### config.mk
export PLATFORM = sky130hd
export DESIGN_NAME = pmic_i2c_writer
export DESIGN_NICKNAME = d
export VERILOG_FILES = /design/src/rtl/i2c_wr_pkg.sv /design/src/rtl/i2c_wr_regs.sv /design/src/rtl/i2c_phase_timer.sv /design/src/rtl/i2c_wr_sequencer.sv /design/src/rtl/pmic_i2c_writer.sv
export SDC_FILE = /design/constraint.sdc
export NUM_CORES = 1
export LEC_CHECK = 0
export BUFFER_PORTS_ARGS = -buffer_cell sky130_fd_sc_hd__buf_4
export CAP_MARGIN = 0
export CORE_MARGIN = 2
export CORE_UTILIZATION = 35
export CTS_BUF_LIST = sky130_fd_sc_hd__clkbuf_2
export DETAILED_ROUTE_END_ITERATION = 10
export GPL_ROUTABILITY_DRIVEN = 0
export PLACE_DENSITY_LB_ADDON = 0.15
export SYNTH_ARGS = -nofsm -noshare
export SYNTH_HDL_FRONTEND = slang
export SYNTH_HIERARCHICAL = 1
export SYNTH_SLANG_ARGS = --single-unit
### constraint.sdc
create_clock -name clk -period 9 [get_ports clk]
set_input_delay 1.35 -clock clk [delete_from_list [all_inputs] [get_ports clk]]
set_output_delay 1.35 -clock clk [all_outputs]
set_load 0.02 [all_outputs]
### src/rtl/i2c_wr_pkg.sv
// Shared constants and types for the regulator write engine.
// Assumes the command, clock and mode word layouts listed in the brief.
package i2c_wr_pkg;
    localparam int TGT_LSB      = 0;
    localparam int TGT_W        = 7;
    localparam int REG_LSB      = 8;
    localparam int DAT_LSB      = 16;
    localparam int GO_BIT       = 24;
    localparam int HI_EXTRA     = 5;
    localparam int LO_EXTRA     = 7;
    localparam int MODE_FLT_BIT = 6;
    localparam int MODE_HS_BIT  = 3;
    localparam int ACK_SLOT     = 8;
    localparam int FRAME_BYTES  = 3;

    typedef enum logic [2:0] {
        ST_IDLE,
        ST_START,
        ST_BIT_LO,
        ST_BIT_HI,
        ST_STOP_LO,
        ST_STOP_HI
    } wr_state_t;
endpackage

### src/rtl/i2c_wr_regs.sv
// Software-visible storage: command word with self-clearing go flag,
// clock word, mode word and sticky NACK flag.
// Assumes frame_done pulses for one cycle only while busy is 1.
module i2c_wr_regs
    import i2c_wr_pkg::*;
#(
    parameter int   CNT_W  = 8,
    parameter logic [CNT_W-1:0] DEF_HI = 8'd3,
    parameter logic [CNT_W-1:0] DEF_LO = 8'd5
) (
    input  logic             clk,
    input  logic             rst_n,
    input  logic             cmd_wr_en,
    input  logic [31:0]      cmd_wdata,
    input  logic             cfg_wr_en,
    input  logic [2*CNT_W-1:0] cfg_wdata,
    input  logic             mode_wr_en,
    input  logic [7:0]       mode_wdata,
    input  logic             frame_done,
    input  logic             frame_nack,
    output logic             launch,
    output logic             busy,
    output logic [TGT_W-1:0] tgt_addr,
    output logic [7:0]       reg_addr,
    output logic [7:0]       data_byte,
    output logic [CNT_W-1:0] hi_cnt,
    output logic [CNT_W-1:0] lo_cnt,
    output logic [7:0]       mode_q,
    output logic             ack_err
);
    logic [7:0] mode_next;
    logic       unused_bits;

    // Writes count only while no frame is running.
    assign launch = cmd_wr_en && !busy && cmd_wdata[GO_BIT];

    // Keep the filter enable and master code; high-speed enable is forced off.
    always_comb begin
        mode_next               = '0;
        mode_next[MODE_FLT_BIT] = mode_wdata[MODE_FLT_BIT];
        mode_next[1:0]          = mode_wdata[1:0];
    end

    assign unused_bits = ^{cmd_wdata[31:GO_BIT+1], cmd_wdata[REG_LSB-1],
                           mode_wdata[7], mode_wdata[5:2]};

    // Command fields and go flag; go clears when the frame ends.
    always_ff @(posedge clk) begin
        if (!rst_n) begin
            tgt_addr  <= '0;
            reg_addr  <= '0;
            data_byte <= '0;
            busy      <= 1'b0;
        end else if (cmd_wr_en && !busy) begin
            tgt_addr  <= cmd_wdata[TGT_LSB +: TGT_W];
            reg_addr  <= cmd_wdata[REG_LSB +: 8];
            data_byte <= cmd_wdata[DAT_LSB +: 8];
            busy      <= cmd_wdata[GO_BIT];
        end else if (frame_done) begin
            busy      <= 1'b0;
        end
    end

    // Sticky NACK flag, cleared by the next launch.
    always_ff @(posedge clk) begin
        if (!rst_n)
            ack_err <= 1'b0;
        else if (launch)
            ack_err <= 1'b0;
        else if (frame_done && frame_nack)
            ack_err <= 1'b1;
    end

    // Clock word: high count in the low half, low count in the upper half.
    always_ff @(posedge clk) begin
        if (!rst_n) begin
            hi_cnt <= DEF_HI;
            lo_cnt <= DEF_LO;
        end else if (cfg_wr_en) begin
            hi_cnt <= cfg_wdata[CNT_W-1:0];
            lo_cnt <= cfg_wdata[2*CNT_W-1:CNT_W];
        end
    end

    // Mode word storage.
    always_ff @(posedge clk) begin
        if (!rst_n)
            mode_q <= '0;
        else if (mode_wr_en)
            mode_q <= mode_next;
    end
endmodule

### src/rtl/i2c_phase_timer.sv
// Counts system clocks inside one SCL half-period.
// phase_end marks the last clock of the phase; drive_tick marks the
// second clock, where SDA may be changed. Assumes phase_len >= 3.
module i2c_phase_timer #(
    parameter int PH_W = 9
) (
    input  logic            clk,
    input  logic            rst_n,
    input  logic            run,
    input  logic [PH_W-1:0] phase_len,
    output logic            phase_end,
    output logic            drive_tick
);
    logic [PH_W-1:0] cnt;

    assign phase_end  = run && (cnt == phase_len - 1'b1);
    assign drive_tick = run && (cnt == PH_W'(1));

    // Restart at every phase boundary and hold at zero while idle.
    always_ff @(posedge clk) begin
        if (!rst_n)
            cnt <= '0;
        else if (!run || phase_end)
            cnt <= '0;
        else
            cnt <= cnt + 1'b1;
    end
endmodule

### src/rtl/i2c_wr_sequencer.sv
// Walks one write frame: START, the bytes with their acknowledge slots,
// then STOP. SCL and SDA outputs are registered open-drain enables.
// Assumes the phase timer supplies phase_end and drive_tick per phase.
module i2c_wr_sequencer
    import i2c_wr_pkg::*;
#(
    parameter int NBYTES = FRAME_BYTES
) (
    input  logic                   clk,
    input  logic                   rst_n,
    input  logic                   launch,
    input  logic [NBYTES-1:0][7:0] frame_bytes,
    input  logic                   sda_in,
    input  logic                   phase_end,
    input  logic                   drive_tick,
    output logic                   run,
    output logic                   high_phase,
    output logic                   scl_oe,
    output logic                   sda_oe,
    output logic                   frame_done,
    output logic                   frame_nack
);
    localparam int BIDX_W = (NBYTES > 1) ? $clog2(NBYTES) : 1;

    wr_state_t         state;
    logic [BIDX_W-1:0] byte_idx;
    logic [3:0]        bit_idx;
    logic              nack_q;
    logic [7:0]        cur_byte;
    logic              cur_bit;
    logic              last_byte;
    logic              in_ack;

    assign cur_byte   = frame_bytes[byte_idx];
    assign cur_bit    = cur_byte[~bit_idx[2:0]];
    assign last_byte  = (byte_idx == BIDX_W'(NBYTES - 1));
    assign in_ack     = (bit_idx == 4'(ACK_SLOT));
    assign run        = (state != ST_IDLE);
    assign high_phase = (state == ST_START) || (state == ST_BIT_HI) ||
                        (state == ST_STOP_HI);
    assign frame_done = (state == ST_STOP_HI) && phase_end;
    assign frame_nack = nack_q;

    // Frame state, bit and byte position, and the line enables.
    always_ff @(posedge clk) begin
        if (!rst_n) begin
            state    <= ST_IDLE;
            scl_oe   <= 1'b0;
            sda_oe   <= 1'b0;
            byte_idx <= '0;
            bit_idx  <= '0;
            nack_q   <= 1'b0;
        end else begin
            case (state)
                ST_IDLE: begin
                    if (launch) begin
                        state    <= ST_START;
                        sda_oe   <= 1'b1;
                        byte_idx <= '0;
                        bit_idx  <= '0;
                        nack_q   <= 1'b0;
                    end
                end
                ST_START: begin
                    if (phase_end) begin
                        state  <= ST_BIT_LO;
                        scl_oe <= 1'b1;
                    end
                end
                ST_BIT_LO: begin
                    if (drive_tick)
                        sda_oe <= in_ack ? 1'b0 : !cur_bit;
                    if (phase_end) begin
                        state  <= ST_BIT_HI;
                        scl_oe <= 1'b0;
                    end
                end
                ST_BIT_HI: begin
                    if (phase_end) begin
                        scl_oe <= 1'b1;
                        if (in_ack) begin
                            bit_idx <= '0;
                            if (sda_in || last_byte) begin
                                nack_q <= sda_in;
                                state  <= ST_STOP_LO;
                            end else begin
                                byte_idx <= byte_idx + 1'b1;
                                state    <= ST_BIT_LO;
                            end
                        end else begin
                            bit_idx <= bit_idx + 1'b1;
                            state   <= ST_BIT_LO;
                        end
                    end
                end
                ST_STOP_LO: begin
                    if (drive_tick)
                        sda_oe <= 1'b1;
                    if (phase_end) begin
                        state  <= ST_STOP_HI;
                        scl_oe <= 1'b0;
                    end
                end
                ST_STOP_HI: begin
                    if (phase_end) begin
                        state  <= ST_IDLE;
                        sda_oe <= 1'b0;
                    end
                end
                default: state <= ST_IDLE;
            endcase
        end
    end
endmodule

### src/rtl/pmic_i2c_writer.sv
// Top of the regulator write engine: register storage, phase timer and
// frame sequencer. Phase lengths add the fixed hardware extensions to
// the programmed counts. Assumes open-drain pads outside the block.
module pmic_i2c_writer
    import i2c_wr_pkg::*;
#(
    parameter int   CNT_W  = 8,
    parameter logic [CNT_W-1:0] DEF_HI = 8'd3,
    parameter logic [CNT_W-1:0] DEF_LO = 8'd5
) (
    input  logic                 clk,
    input  logic                 rst_n,
    input  logic                 cmd_wr_en,
    input  logic [31:0]          cmd_wdata,
    output logic [31:0]          cmd_rdata,
    input  logic                 cfg_wr_en,
    input  logic [2*CNT_W-1:0]   cfg_wdata,
    output logic [2*CNT_W-1:0]   cfg_rdata,
    input  logic                 mode_wr_en,
    input  logic [7:0]           mode_wdata,
    output logic [7:0]           mode_rdata,
    output logic                 ack_err,
    output logic                 scl_oe,
    output logic                 sda_oe,
    input  logic                 sda_in
);
    localparam int PH_W = CNT_W + 1;

    logic                         launch, busy;
    logic [TGT_W-1:0]             tgt_addr;
    logic [7:0]                   reg_addr, data_byte;
    logic [CNT_W-1:0]             hi_cnt, lo_cnt;
    logic                         frame_done, frame_nack;
    logic                         run, high_phase, phase_end, drive_tick;
    logic [PH_W-1:0]              phase_len;
    logic [FRAME_BYTES-1:0][7:0]  frame_bytes;

    i2c_wr_regs #(.CNT_W(CNT_W), .DEF_HI(DEF_HI), .DEF_LO(DEF_LO)) u_regs (
        .clk        (clk),
        .rst_n      (rst_n),
        .cmd_wr_en  (cmd_wr_en),
        .cmd_wdata  (cmd_wdata),
        .cfg_wr_en  (cfg_wr_en),
        .cfg_wdata  (cfg_wdata),
        .mode_wr_en (mode_wr_en),
        .mode_wdata (mode_wdata),
        .frame_done (frame_done),
        .frame_nack (frame_nack),
        .launch     (launch),
        .busy       (busy),
        .tgt_addr   (tgt_addr),
        .reg_addr   (reg_addr),
        .data_byte  (data_byte),
        .hi_cnt     (hi_cnt),
        .lo_cnt     (lo_cnt),
        .mode_q     (mode_rdata),
        .ack_err    (ack_err)
    );

    // Bytes in transmit order; byte 0 carries the write direction bit.
    assign frame_bytes[0] = {tgt_addr, 1'b0};
    assign frame_bytes[1] = reg_addr;
    assign frame_bytes[2] = data_byte;

    // Phase length: programmed count plus the fixed extension.
    assign phase_len = high_phase ? (PH_W'(hi_cnt) + PH_W'(HI_EXTRA))
                                  : (PH_W'(lo_cnt) + PH_W'(LO_EXTRA));

    i2c_phase_timer #(.PH_W(PH_W)) u_timer (
        .clk        (clk),
        .rst_n      (rst_n),
        .run        (run),
        .phase_len  (phase_len),
        .phase_end  (phase_end),
        .drive_tick (drive_tick)
    );

    i2c_wr_sequencer #(.NBYTES(FRAME_BYTES)) u_seq (
        .clk         (clk),
        .rst_n       (rst_n),
        .launch      (launch),
        .frame_bytes (frame_bytes),
        .sda_in      (sda_in),
        .phase_end   (phase_end),
        .drive_tick  (drive_tick),
        .run         (run),
        .high_phase  (high_phase),
        .scl_oe      (scl_oe),
        .sda_oe      (sda_oe),
        .frame_done  (frame_done),
        .frame_nack  (frame_nack)
    );

    assign cmd_rdata = {7'b0, busy, data_byte, reg_addr, 1'b0, tgt_addr};
    assign cfg_rdata = {lo_cnt, hi_cnt};
endmodule

==> out/qor.yml, run 1 <==
worst_setup_path:
  start_kind: "flip-flop"
  crit_type: "flip-flop to flip-flop"
  crit_arrival_ns: 4.87
  endpoint_kind: "flip-flop"
  critPathRequiredTime_ns: 9.47
  crit_path_max_fanout: 18
synth:
  synth_area_um2: 3820
  synth_warnings: 6
  ys_types: 59
  yosys_most_used_dff: "dfxtp_1"
  synth_seq_cells: 65
  syn_avg_cell_area_um2: 8.77
  async_reset_ff_share_pct: 0
  ys_seq_area_share_pct: 34.0
  synth_edf_count: 0
  synth_cells: 436
finish:
  final_nets: 586
  layout_commonest_cell: "buf_4"
  drive_gt1_share_pct: 24.2
  instances_no_fill: 661
  area_growth_pct: 20.9
  mostFrequentLayoutCells: "buf_4, dfxtp_1, nand2_1, mux2i_1"
  antenna_cells: 0
drt:
  drt-initial-drc-count: 107
  routed_via_density: 4.95
  drc_errors: 0
  vias: 3275
  ant_nets: 0
  wl_met1_mm: 4.39
  wl_per_cell_um: 14.2
  wl_met3_um: 630
  top_layer: "met4"
  totalWireLength_mm: 9.37
  route.met2.wl_mm: 4.22
  firstDrtPassIters: 4
power:
  p_per_area_nw_per_um2: 144
  p_total_mw: 0.666
  pwr-share-clk_pct: 26.6
  sequentialPowerShare_pct: 48.2
  p_leak_nw: 1.90
  p_int_mw: 0.441
  swShare_pct: 33.7
  ir_drop_uv: 80.5
  p_comb_share_pct: 25.2
  p_switching_mw: 0.225
hold_path:
  hold_class: "flip-flop to flip-flop"
floorplanning:
  boundaryPins: 121
  die-height_um: 109
  die_w_um: 109
  coreArea_um2: 10700
  start_util_pct: 35.6
  fp-row-count: 38
  die-area_um2: 11800
clocking:
  clkTransAtPathRegs_ns: 0.20
  cts_buffer_depth: 2
  cts_resized: 0
  cts_root_buf: "clkbuf_2"
  htreeDepth: 3
  cts_tree: "yes"
  hold_buffers: 0
  numCtsBuffers: 9
  cts_sinks: 65
  postCtsSetupBuffers: 0
  insertion_delay_ns: 0.52
sta:
  layout_min_cycle_time_ns: 4.40
  rsz0062_at_grt: "no"
  hold_violations: 0
  post-route-period-util_pct: 48.9
  setup_violations: 0
  slew_violations: 0
  worstMarginPinSlew_ns: 0.943
  fmax_mhz: 227
  setup-tns-final_ns: 0
  hold_ws_ns: 0.486
  relSlewSlack_pct: 36.5
  setup_slack_ns: 4.60
  clock_skew_ns: 0.0201
status:
  outcome: "completed"
placement:
  io_buffers: 94
  hpwl_mm: 6.80
  pre_cts_ws_ns: 4.64
  dpl.cell_count: 645
global_route:
  grt_pass1_vias: 3094
  grt_use_total_pct: 16.3
  grt_pass1_wl_mm: 15.1
  grt-ovfl-total: 0
  grt_start_max_net_pins: 48
  antenna_found_initial: 0
run:
  cap_violations: 0
==> cell usage after synthesis (12+ instances only) <==
cell	n	area, um2
a21boi_1	20	150
a21oi_1	17	85.1
buf_4	17	128
dfxtp_1	65	1300
inv_1	14	52.6
mux2i_1	27	270
nand2_1	62	233
nand3_1	12	60.1
nor2_1	19	71.3
nor2b_1	19	119
xnor2_1	20	175
xor2_1	13	114
==> state kept, by name, summed over array words and instances, names as in the netlist <==
| register | cells |
|---|---|
| u_seq/byte_idx | 2 |
| u_seq/bit_idx | 4 |
| u_regs/data_byte | 8 |
| u_regs/ack_err | 1 |
| u_seq/scl_oe | 1 |
| u_regs/lo_cnt | 8 |
| u_regs/busy | 1 |
| u_timer/cnt | 9 |
| u_regs/hi_cnt | 8 |
| u_regs/reg_addr | 8 |
| u_regs/tgt_addr | 7 |
| u_seq/sda_oe | 1 |
| u_regs/mode_q | 3 |
| u_seq/frame_nack | 1 |
| u_seq/state | 3 |
==> worst paths after layout <==
| path | start | to | slack, ns | cells past startpoint |
|---|---|---|---|---|
| worst min register to register | u_regs/tgt_addr[3] | u_regs/tgt_addr[3] | 0.49 | 2 |
| worst min-delay path | u_regs/tgt_addr[3] | u_regs/tgt_addr[3] | 0.49 | 2 |
| worst max-delay path | u_seq/state[0] | u_seq/bit_idx[2] | 4.60 | 14 |
| worst max register to register | u_seq/state[0] | u_seq/bit_idx[2] | 4.60 | 14 |
==> metrics by stage <==
step                cell area, um2  util, %
floorplan                     3870        -
global placement              4510     42.0
detailed placement            4510     42.0
CTS                           4620     43.0
global route                  4620     43.0
finish                        4620     43.0
==> metal layers <==
layer  track usage, %  vias to the layer above
met5                0                        -
met4             7.42                        0
met3             5.06                       11
met2             24.3                       87
met1             21.6                     1522
li1                 -                     1655
==> cell type report <==
type	count	area, um2
clock buffers	9	45.0
repair buffers	96	721
well taps	140	175
multi-input cells	330	2260
flip-flops and latches	65	1300
fillers	1140	6120
inverters	14	52.6
clock inverters	7	70.1
==> cell families (layout without fill, tap and decap cells) <==
family                     count (synthesis)  count (layout)  share of synthesized area (%)
DFF                                       65              65                           34.0
other                                      2              14                          0.196
buffers and inverters                     53             126                           8.08
xor gates and xnor gates                  33              33                           7.56
muxes                                     32              32                           10.0
AOI/OAI and AO/OA                         80              80                           14.3
and+or+nand+nor                          162             162                           22.9
adders and majority gates                  9               9                           2.88
==> critical path, cell delays in order, from the launching register on <==
cell	delay (ns)
dfxtp_1	0.69
a21boi_0	0.28
buf_4	0.24
mux2i_1	0.54
inv_1	0.10
ha_1	0.28
maj3_1	0.37
a2bb2oi_1	0.16
nor4_4	0.53
and3_1	0.38
and3_1	0.25
o21ai_2	0.15
nor2_1	0.17
nand3b_1	0.09
a21oi_1	0.13
==> power groups by stage <==
stage	registers, mW	logic (mW)	clock network (mW)
2_1_floorplan	0.334	0.109	0
3_3_place_gp	0.327	0.165	0
3_5_place_dp	0.327	0.168	0
4_1_cts	0.321	0.168	0.185
5_1_grt	0.324	0.183	0.200
6_report	0.321	0.168	0.177
No activity file was read; power rests on OpenSTA's default activity.
==> inputs of run 2 (changes only) <==
==> constraint.sdc (replaced) <==
create_clock -name clk -period 4.5 [get_ports clk]
set_input_delay 0.675 -clock clk [delete_from_list [all_inputs] [get_ports clk]]
set_output_delay 0.675 -clock clk [all_outputs]
set_load 0.02 [all_outputs]
==> run 2 against run 1 <==
  * Critical path type unchanged
  * First-iteration DRC count up 57%
  * Cell count up 0.76%
  * Largest power group unchanged
  * Clock-buffer cell count stayed put
  * Die area is the same
  * Combinational power grew 110%
  * Routed wire length increased by 1.5%
  * Flip-flop and latch count did not move
  * Critical endpoint unchanged
  * Register-to-register slack got worse by 4.1 ns
  * Setup slack got worse by 4.1 ns
  * Non-clock buffer count up 5
  * Sequential share of layout area decreased by 0.65 points
  * Highest routed layer unchanged
  * Largest cell class unchanged
==> out/qor.yml, run 2 (synthesized netlist as in run 1, its figures left out) <==
global_route:
  grt_start_max_net_pins: 48  # unchanged
  grt_pass1_wl_mm: 15.3  # +1.1%
  grt-ovfl-total: 0  # unchanged
  antenna_found_initial: 0  # unchanged
  grt_pass1_vias: 3089  # -0.16%
  grt_use_total_pct: 16.5  # +0.18 points
power:
  p_per_area_nw_per_um2: 319  # +120%
  pwr-share-clk_pct: 34.9  # +8.3 points
  swShare_pct: 30.0  # -3.7 points
  ir_drop_uv: 168  # +110%
  p_switching_mw: 0.453  # +100%
  p_leak_nw: 1.96  # +3.2%
  sequentialPowerShare_pct: 42.1  # -6.1 points
  p_comb_share_pct: 23.0  # -2.2 points
  p_int_mw: 1.06  # +140%
clocking:
  cts_resized: 0  # unchanged
  cts_root_buf: "clkbuf_2"
  cts_tree: "yes"
  cts_buffer_depth: 2  # unchanged
  numCtsBuffers: 9  # unchanged
  insertion_delay_ns: 0.51  # about the same
  htreeDepth: 3  # unchanged
  postCtsSetupBuffers: 0  # unchanged
  hold_buffers: 0  # unchanged
  clkTransAtPathRegs_ns: 0.21  # about the same
  cts_sinks: 65  # unchanged
status:
  outcome: "completed"
floorplanning:
  start_util_pct: 35.6  # unchanged
  coreArea_um2: 10700  # unchanged
  die_w_um: 109  # unchanged
  die-area_um2: 11800  # unchanged
  die-height_um: 109  # unchanged
  boundaryPins: 121  # unchanged
  fp-row-count: 38  # unchanged
worst_setup_path:
  crit_type: "flip-flop to flip-flop"
  endpoint_kind: "flip-flop"
  crit_family: "compound AO/OA/AOI/OAI gates"
  startpoint: "u_seq/state[0]"
  start_kind: "flip-flop"
  crit_arrival_ns: 4.46  # -0.41 ns
  cpPeakStageDelay_ns: 0.44  # -0.25 ns
  critPathRequiredTime_ns: 4.93  # -4.54 ns
  crit_path_cell_trace: "a21boi_0 > buf_4 > nand2_1 > o21ai_0 > inv_1 > ha_1 > and4bb_2 > nor4_1 > a32oi_1 > o21ai_1 > and3_1 > and3_1 > o21ai_2 > nor2_1 > nand3b_1 > a21oi_1"
  cp_common_cell: "and3_1"
  crit_path_max_fanout: 12  # -6
  critPathBufInv: 2  # unchanged
  rr_startpoint: "u_seq/state[0]"
  cpMaxStageDelayCell: "a21boi_0"
drt:
  totalWireLength_mm: 9.51  # +1.5%
  wl_per_cell_um: 14.3  # +0.76%
  drt-initial-drc-count: 168  # +57%
  routed_via_density: 4.98  # +0.55%
  firstDrtPassIters: 4  # unchanged
  drc_errors: 0  # unchanged
  ant_nets: 0  # unchanged
  vias: 3318  # +1.3%
sta:
  setup-tns-final_ns: 0  # unchanged
  clock_skew_ns: 0.0243  # +0.00419 ns
  slew_violations: 0  # unchanged
  rsz0062_at_grt: "no"
  hold_violations: 0  # unchanged
  setup_violations: 0  # unchanged
  relSlewSlack_pct: 38.4  # +1.9 points
  layout_min_cycle_time_ns: 4.03  # -0.368 ns
  fmax_mhz: 248  # +9.1%
  hold_ws_ns: 0.361  # -0.125 ns
  post-route-period-util_pct: 89.5  # +41 points
  worstMarginPinSlew_ns: 0.924  # -0.0183 ns
finish:
  regMostFlops: "u_timer/cnt"
  mostFrequentLayoutCells: "buf_4, dfxtp_1, nand2_1, mux2i_1"
  layout_commonest_cell: "buf_4"
  largest_reg_flops: 9  # unchanged
  antenna_cells: 0  # unchanged
  multi_input_area_um2: 2260  # unchanged
  final-seq-area_um2: 1300  # unchanged
  final_nets: 591  # +0.85%
  area_growth_pct: 23.8
  drive_gt1_share_pct: 24.9  # +0.72 points
  num-fill-cells: 1125  # -1.3%
hold_path:
  worstHoldStart: "cfg_wdata[10]"
  hold_class: "primary input to flip-flop"
placement:
  io_buffers: 94  # unchanged
  hpwl_mm: 6.93  # +1.9%
run:
  cap_violations: 0  # unchanged
## run 2: routing by layer
| metal | global-route usage (%) | share of wire (%) | vias to the layer above |
|---|---|---|---|
| li1 | - | - | 1665 |
| met1 | 22.2 | 47 | 1543 |
| met2 | 25.0 | 45 | 101 |
| met3 | 5.42 | 6.9 | 9 |
| met4 | 5.22 | 0.97 | 0 |
| met5 | 0 | 0 | - |
## run 2: worst paths after layout
| kind | end | slack, ns | cells after the start |
|---|---|---|---|
| worst min-delay path | u_regs/lo_cnt[2] | 0.36 | 3 |
| worst max register to register | u_seq/bit_idx[2] | 0.47 | 16 |
| worst min register to register | u_regs/tgt_addr[1] | 0.48 | 2 |
| worst max-delay path | u_seq/bit_idx[2] | 0.47 | 16 |
## run 2: power by group through the flow
| stage | combinational, mW | clock [mW] | sequential (mW) |
|---|---|---|---|
| finish | 0.347 | 0.526 | 0.635 |
| global placement | 0.342 | 0 | 0.646 |
| floorplan | 0.218 | 0 | 0.668 |
| CTS | 0.348 | 0.543 | 0.635 |
| global route | 0.380 | 0.569 | 0.640 |
| detailed placement | 0.347 | 0 | 0.647 |
## run 2: tightest hold or removal path: stages
cell,delay [ns]
buf_4,0.08
mux2i_1,0.05
nand2_1,0.06
## run 2: layout make-up
class / count / area share (%)
clock inverters: 7 / 3.01
inverters: 14 / 1.11
clock buffers: 9 / 0.952
flip-flops and latches: 65 / 27.5
multi-input cells: 330 / 47.7
repair buffers: 101 / 16.0
well taps: 140 / 3.70
## run 2: per-stage QoR
stage | setup WS [ns] | power (mW) | utilization (%) | cell area [um2] | std cells
global placement | 0.583 | 0.988 | 42.3 | 4550 | 650
finish | 0.470 | 1.51 | 44.0 | 4730 | 666
CTS | 0.460 | 1.53 | 44.0 | 4730 | 666
global route | 0.108 | 1.59 | 44.0 | 4730 | 666
floorplan | 0.744 | 0.886 | - | 3870 | 448
detailed placement | 0.544 | 0.994 | 42.3 | 4550 | 650
==> inputs of run 3 (changes only) <==
--- a/config.mk
+++ b/config.mk
@@ -15,5 +15,4 @@
 export PLACE_DENSITY_LB_ADDON = 0.15
 export SYNTH_ARGS = -nofsm -noshare
 export SYNTH_HDL_FRONTEND = slang
-export SYNTH_HIERARCHICAL = 1
 export SYNTH_SLANG_ARGS = --single-unit
==> run 3 against run 2 <==
  * Clock power fell by 29%
  * Critical path depth fell by 4
  * Synthesized cell count rose by 7.8%
  * Sequential power barely moved
  * Power fell by 13%
  * Routed wire length rose by 6.2%
  * Area after synthesis rose by 3.3%
  * Register-to-register slack improved by 0.55 ns
  * Global-route usage rose by 1.1 points
  * Critical path type unchanged
  * Largest cell class unchanged
  * Highest routed layer unchanged
==> out/qor.yml, run 3 <==
global_route:
  grt_pass1_wl_mm: 16.7  # +9.3%
  grt-ovfl-total: 0  # unchanged
  grt_start_max_net_pins: 40  # -17%
  grt_pass1_vias: 3459  # +12%
  antenna_found_initial: 0  # unchanged
  grt_use_total_pct: 17.6  # +1.1 points
synth:
  async_reset_ff_share_pct: 0  # unchanged
  synthTopCellsByCount: "nand2_1, dfxtp_1, a21oi_1, nor2_1, mux2i_1"
  yosysMostFrequentCell: "nand2_1"
  ys_seq_area_share_pct: 32.9  # -1.1 points
  synth_warnings: 0  # -6
  yosysTopAreaCell: "dfxtp_1"
  yosysTopAreaCellShare_pct: 32.9  # -1.1 points
  synthTopCellsByArea: "dfxtp_1, nand2_1, mux2i_1"
  synth_edf_count: 0  # unchanged
  synth_seq_cells: 65  # unchanged
  ys_types: 77  # +31%
  synth_area_um2: 3950  # +3.3%
  yosys_most_used_dff: "dfxtp_1"
  syn_avg_cell_area_um2: 8.41  # -4.1%
  synth_cells: 470  # +7.8%
worst_setup_path:
  cpMaxStageDelayCell: "dfxtp_1"
  cpPeakStageDelay_ns: 0.65  # +0.21 ns
  r2r_cells: 12  # -4
  crit_type: "flip-flop to flip-flop"
  crit_path_cell_trace: "a21boi_2 > nand2_1 > o21ai_0 > ha_1 > a211oi_1 > nor4b_1 > o32ai_1 > nor3_2 > nor4_4 > buf_4 > and2_1 > o2111a_1"
  crit_arrival_ns: 3.91  # -0.55 ns
  crit_path_max_fanout: 16  # +4
  critPathRequiredTime_ns: 4.92  # about the same
  endpoint_kind: "flip-flop"
  start_kind: "flip-flop"
power:
  p_switching_mw: 0.444  # -2.0%
  p_comb_share_pct: 22.8  # -0.2 points
  p_int_mw: 0.867  # -18%
  p_per_area_nw_per_um2: 273  # -14%
  pwr-share-clk_pct: 28.6  # -6.3 points
  sequentialPowerShare_pct: 48.6  # +6.5 points
  swShare_pct: 33.9  # +3.8 points
  p_leak_nw: 1.99  # +1.3%
  ir_drop_uv: 127  # -24%
sta:
  post-route-period-util_pct: 77.4  # -12 points
  hold_ws_ns: 0.355  # -0.00588 ns
  relSlewSlack_pct: 43.1  # +4.8 points
  setup_violations: 0  # unchanged
  layout_min_cycle_time_ns: 3.48  # -0.545 ns
  fmax_mhz: 287  # +16%
  hold_violations: 0  # unchanged
  rsz0062_at_grt: "no"
  clock_skew_ns: 0.0240  # -0.000330 ns
  worstMarginPinSlew_ns: 0.853  # -0.0714 ns
  setup-tns-final_ns: 0  # unchanged
  slew_violations: 0  # unchanged
clocking:
  postCtsSetupBuffers: 0  # unchanged
  insertion_delay_ns: 0.52  # about the same
  cts_sinks: 65  # unchanged
  cts_tree: "yes"
  hold_buffers: 0  # unchanged
  numCtsBuffers: 9  # unchanged
  clkTransAtPathRegs_ns: 0.21  # about the same
  cts_root_buf: "clkbuf_2"
  cts_resized: 0  # unchanged
  htreeDepth: 3  # unchanged
  cts_buffer_depth: 2  # unchanged
finish:
  multi_input_area_um2: 2400  # +6.1%
  drive_gt1_share_pct: 27.6  # +2.7 points
  largest_reg_flops: 9  # unchanged
  instances_no_fill: 695  # +4.4%
  final-seq-area_um2: 1300  # unchanged
  stdcell_area_um2: 4790  # +1.3%
  layout_commonest_cell: "buf_4"
  regMostFlops: "u_timer.cnt"
  mostFrequentLayoutCells: "buf_4, nand2_1, dfxtp_1, nor2_1, a21oi_1"
  num-fill-cells: 1158  # +2.9%
  antenna_cells: 0  # unchanged
  postLayoutCoreUtil_pct: 43.8  # -0.21 points
  final_nets: 620  # +4.9%
  area_growth_pct: 21.3
run:
  cap_violations: 0  # unchanged
floorplanning:
  start_util_pct: 36.1  # +0.55 points
  fp-row-count: 38  # unchanged
  boundaryPins: 121  # unchanged
  die_w_um: 110  # +1.6%
  coreArea_um2: 10900  # +1.8%
  die-area_um2: 12200  # +3.2%
  die-height_um: 110  # +1.6%
placement:
  dpl.cell_count: 679  # +4.5%
  io_buffers: 94  # unchanged
  hpwl_mm: 7.56  # +9.1%
  postPlaceCellArea_um2: 4670  # +2.8%
drt:
  vias: 3575  # +7.7%
  totalWireLength_mm: 10.1  # +6.2%
  routed_via_density: 5.14  # +3.2%
  drt-initial-drc-count: 178  # +6.0%
  wl_met1_mm: 4.37  # -3.2%
  top_layer: "met4"
  firstDrtPassIters: 4  # unchanged
  ant_nets: 0  # unchanged
  route.met2.wl_mm: 4.94  # +16%
  wl_per_cell_um: 14.5  # +1.8%
  drc_errors: 0  # unchanged
  wl_met3_um: 586  # -11%
hold_path:
  holdPathStages: 3  # unchanged
  hold_class: "primary input to flip-flop"
status:
  outcome: "completed"
-- run 3: cell types whose count changed after synthesis, moves of 5 or more --
cell      delta
mux2_2       +6
a21boi_1    -20
nor2b_1     -14
nand2_1     +17
nor2_1      +17
a21oi_1     +19
a21boi_0     -5
nor4_2       +7
a211oi_1     -9
clkbuf_1     +8
and2_1       +6
xnor2_1      -8
-- run 3: path summary, 6_finish.rpt --
check              startpoint               end  slack, ns
min              cfg_wdata[1]  u_regs.hi_cnt[1]       0.36
max            u_seq.state[0]    u_seq.state[1]       1.02
max reg2reg    u_seq.state[0]    u_seq.state[1]       1.02
min reg2reg  u_seq.frame_nack  u_seq.frame_nack       0.49
-- run 3: area by class of cell --
type	count	share of cell area (%)
Multi-Input combinational cell	360	50.0
Tap cell	140	3.65
Sequential cell	65	27.1
Clock buffer	9	0.939
Timing Repair Buffer	99	15.5
Clock inverter	7	1.62
Inverter	15	1.17
-- run 3: critical path, delay by kind of cell, from the launching register on --
family	cells	cell delay (ns)
and+or+nand+nor	5	1.18
AOI/OAI and AO/OA	5	1.10
DFF	1	0.65
adders and majority gates	1	0.28
buffers and inverters	1	0.20
-- run 3: through the flow --
step	power (mW)	worst slack [ns]
2_1_floorplan	0.850	1.30
3_5_place_dp	0.949	1.09
4_1_cts	1.34	1.05
6_report	1.31	1.02
3_3_place_gp	0.946	1.08
5_1_grt	1.39	0.736
-- run 3: metal layers --
| layer | global-route usage (%) | vias up |
|---|---|---|
| met2 | 29.1 | 85 |
| met4 | 6.16 | 0 |
| li1 | - | 1794 |
| met5 | 0 | - |
| met1 | 21.4 | 1681 |
| met3 | 5.94 | 15 |
-- run 3: logic make-up after synthesis --
kind of cell / after synthesis / synth area share (%)
buffers and inverters: 57 / 7.57
muxes: 33 / 9.50
and+or+nand+nor: 189 / 25.2
AOI/OAI and AO/OA: 93 / 16.8
DFF: 65 / 32.9
other: 1 / 0.0949
xor gates and xnor gates: 24 / 5.32
adders and majority gates: 8 / 2.53
-- run 3: power by group through the flow --
stage,sequential [mW],combinational (mW),clock (mW)
2_1_floorplan,0.662,0.188,0
3_3_place_gp,0.648,0.299,0
3_5_place_dp,0.649,0.300,0
4_1_cts,0.637,0.301,0.397
5_1_grt,0.643,0.329,0.417
6_report,0.636,0.299,0.375
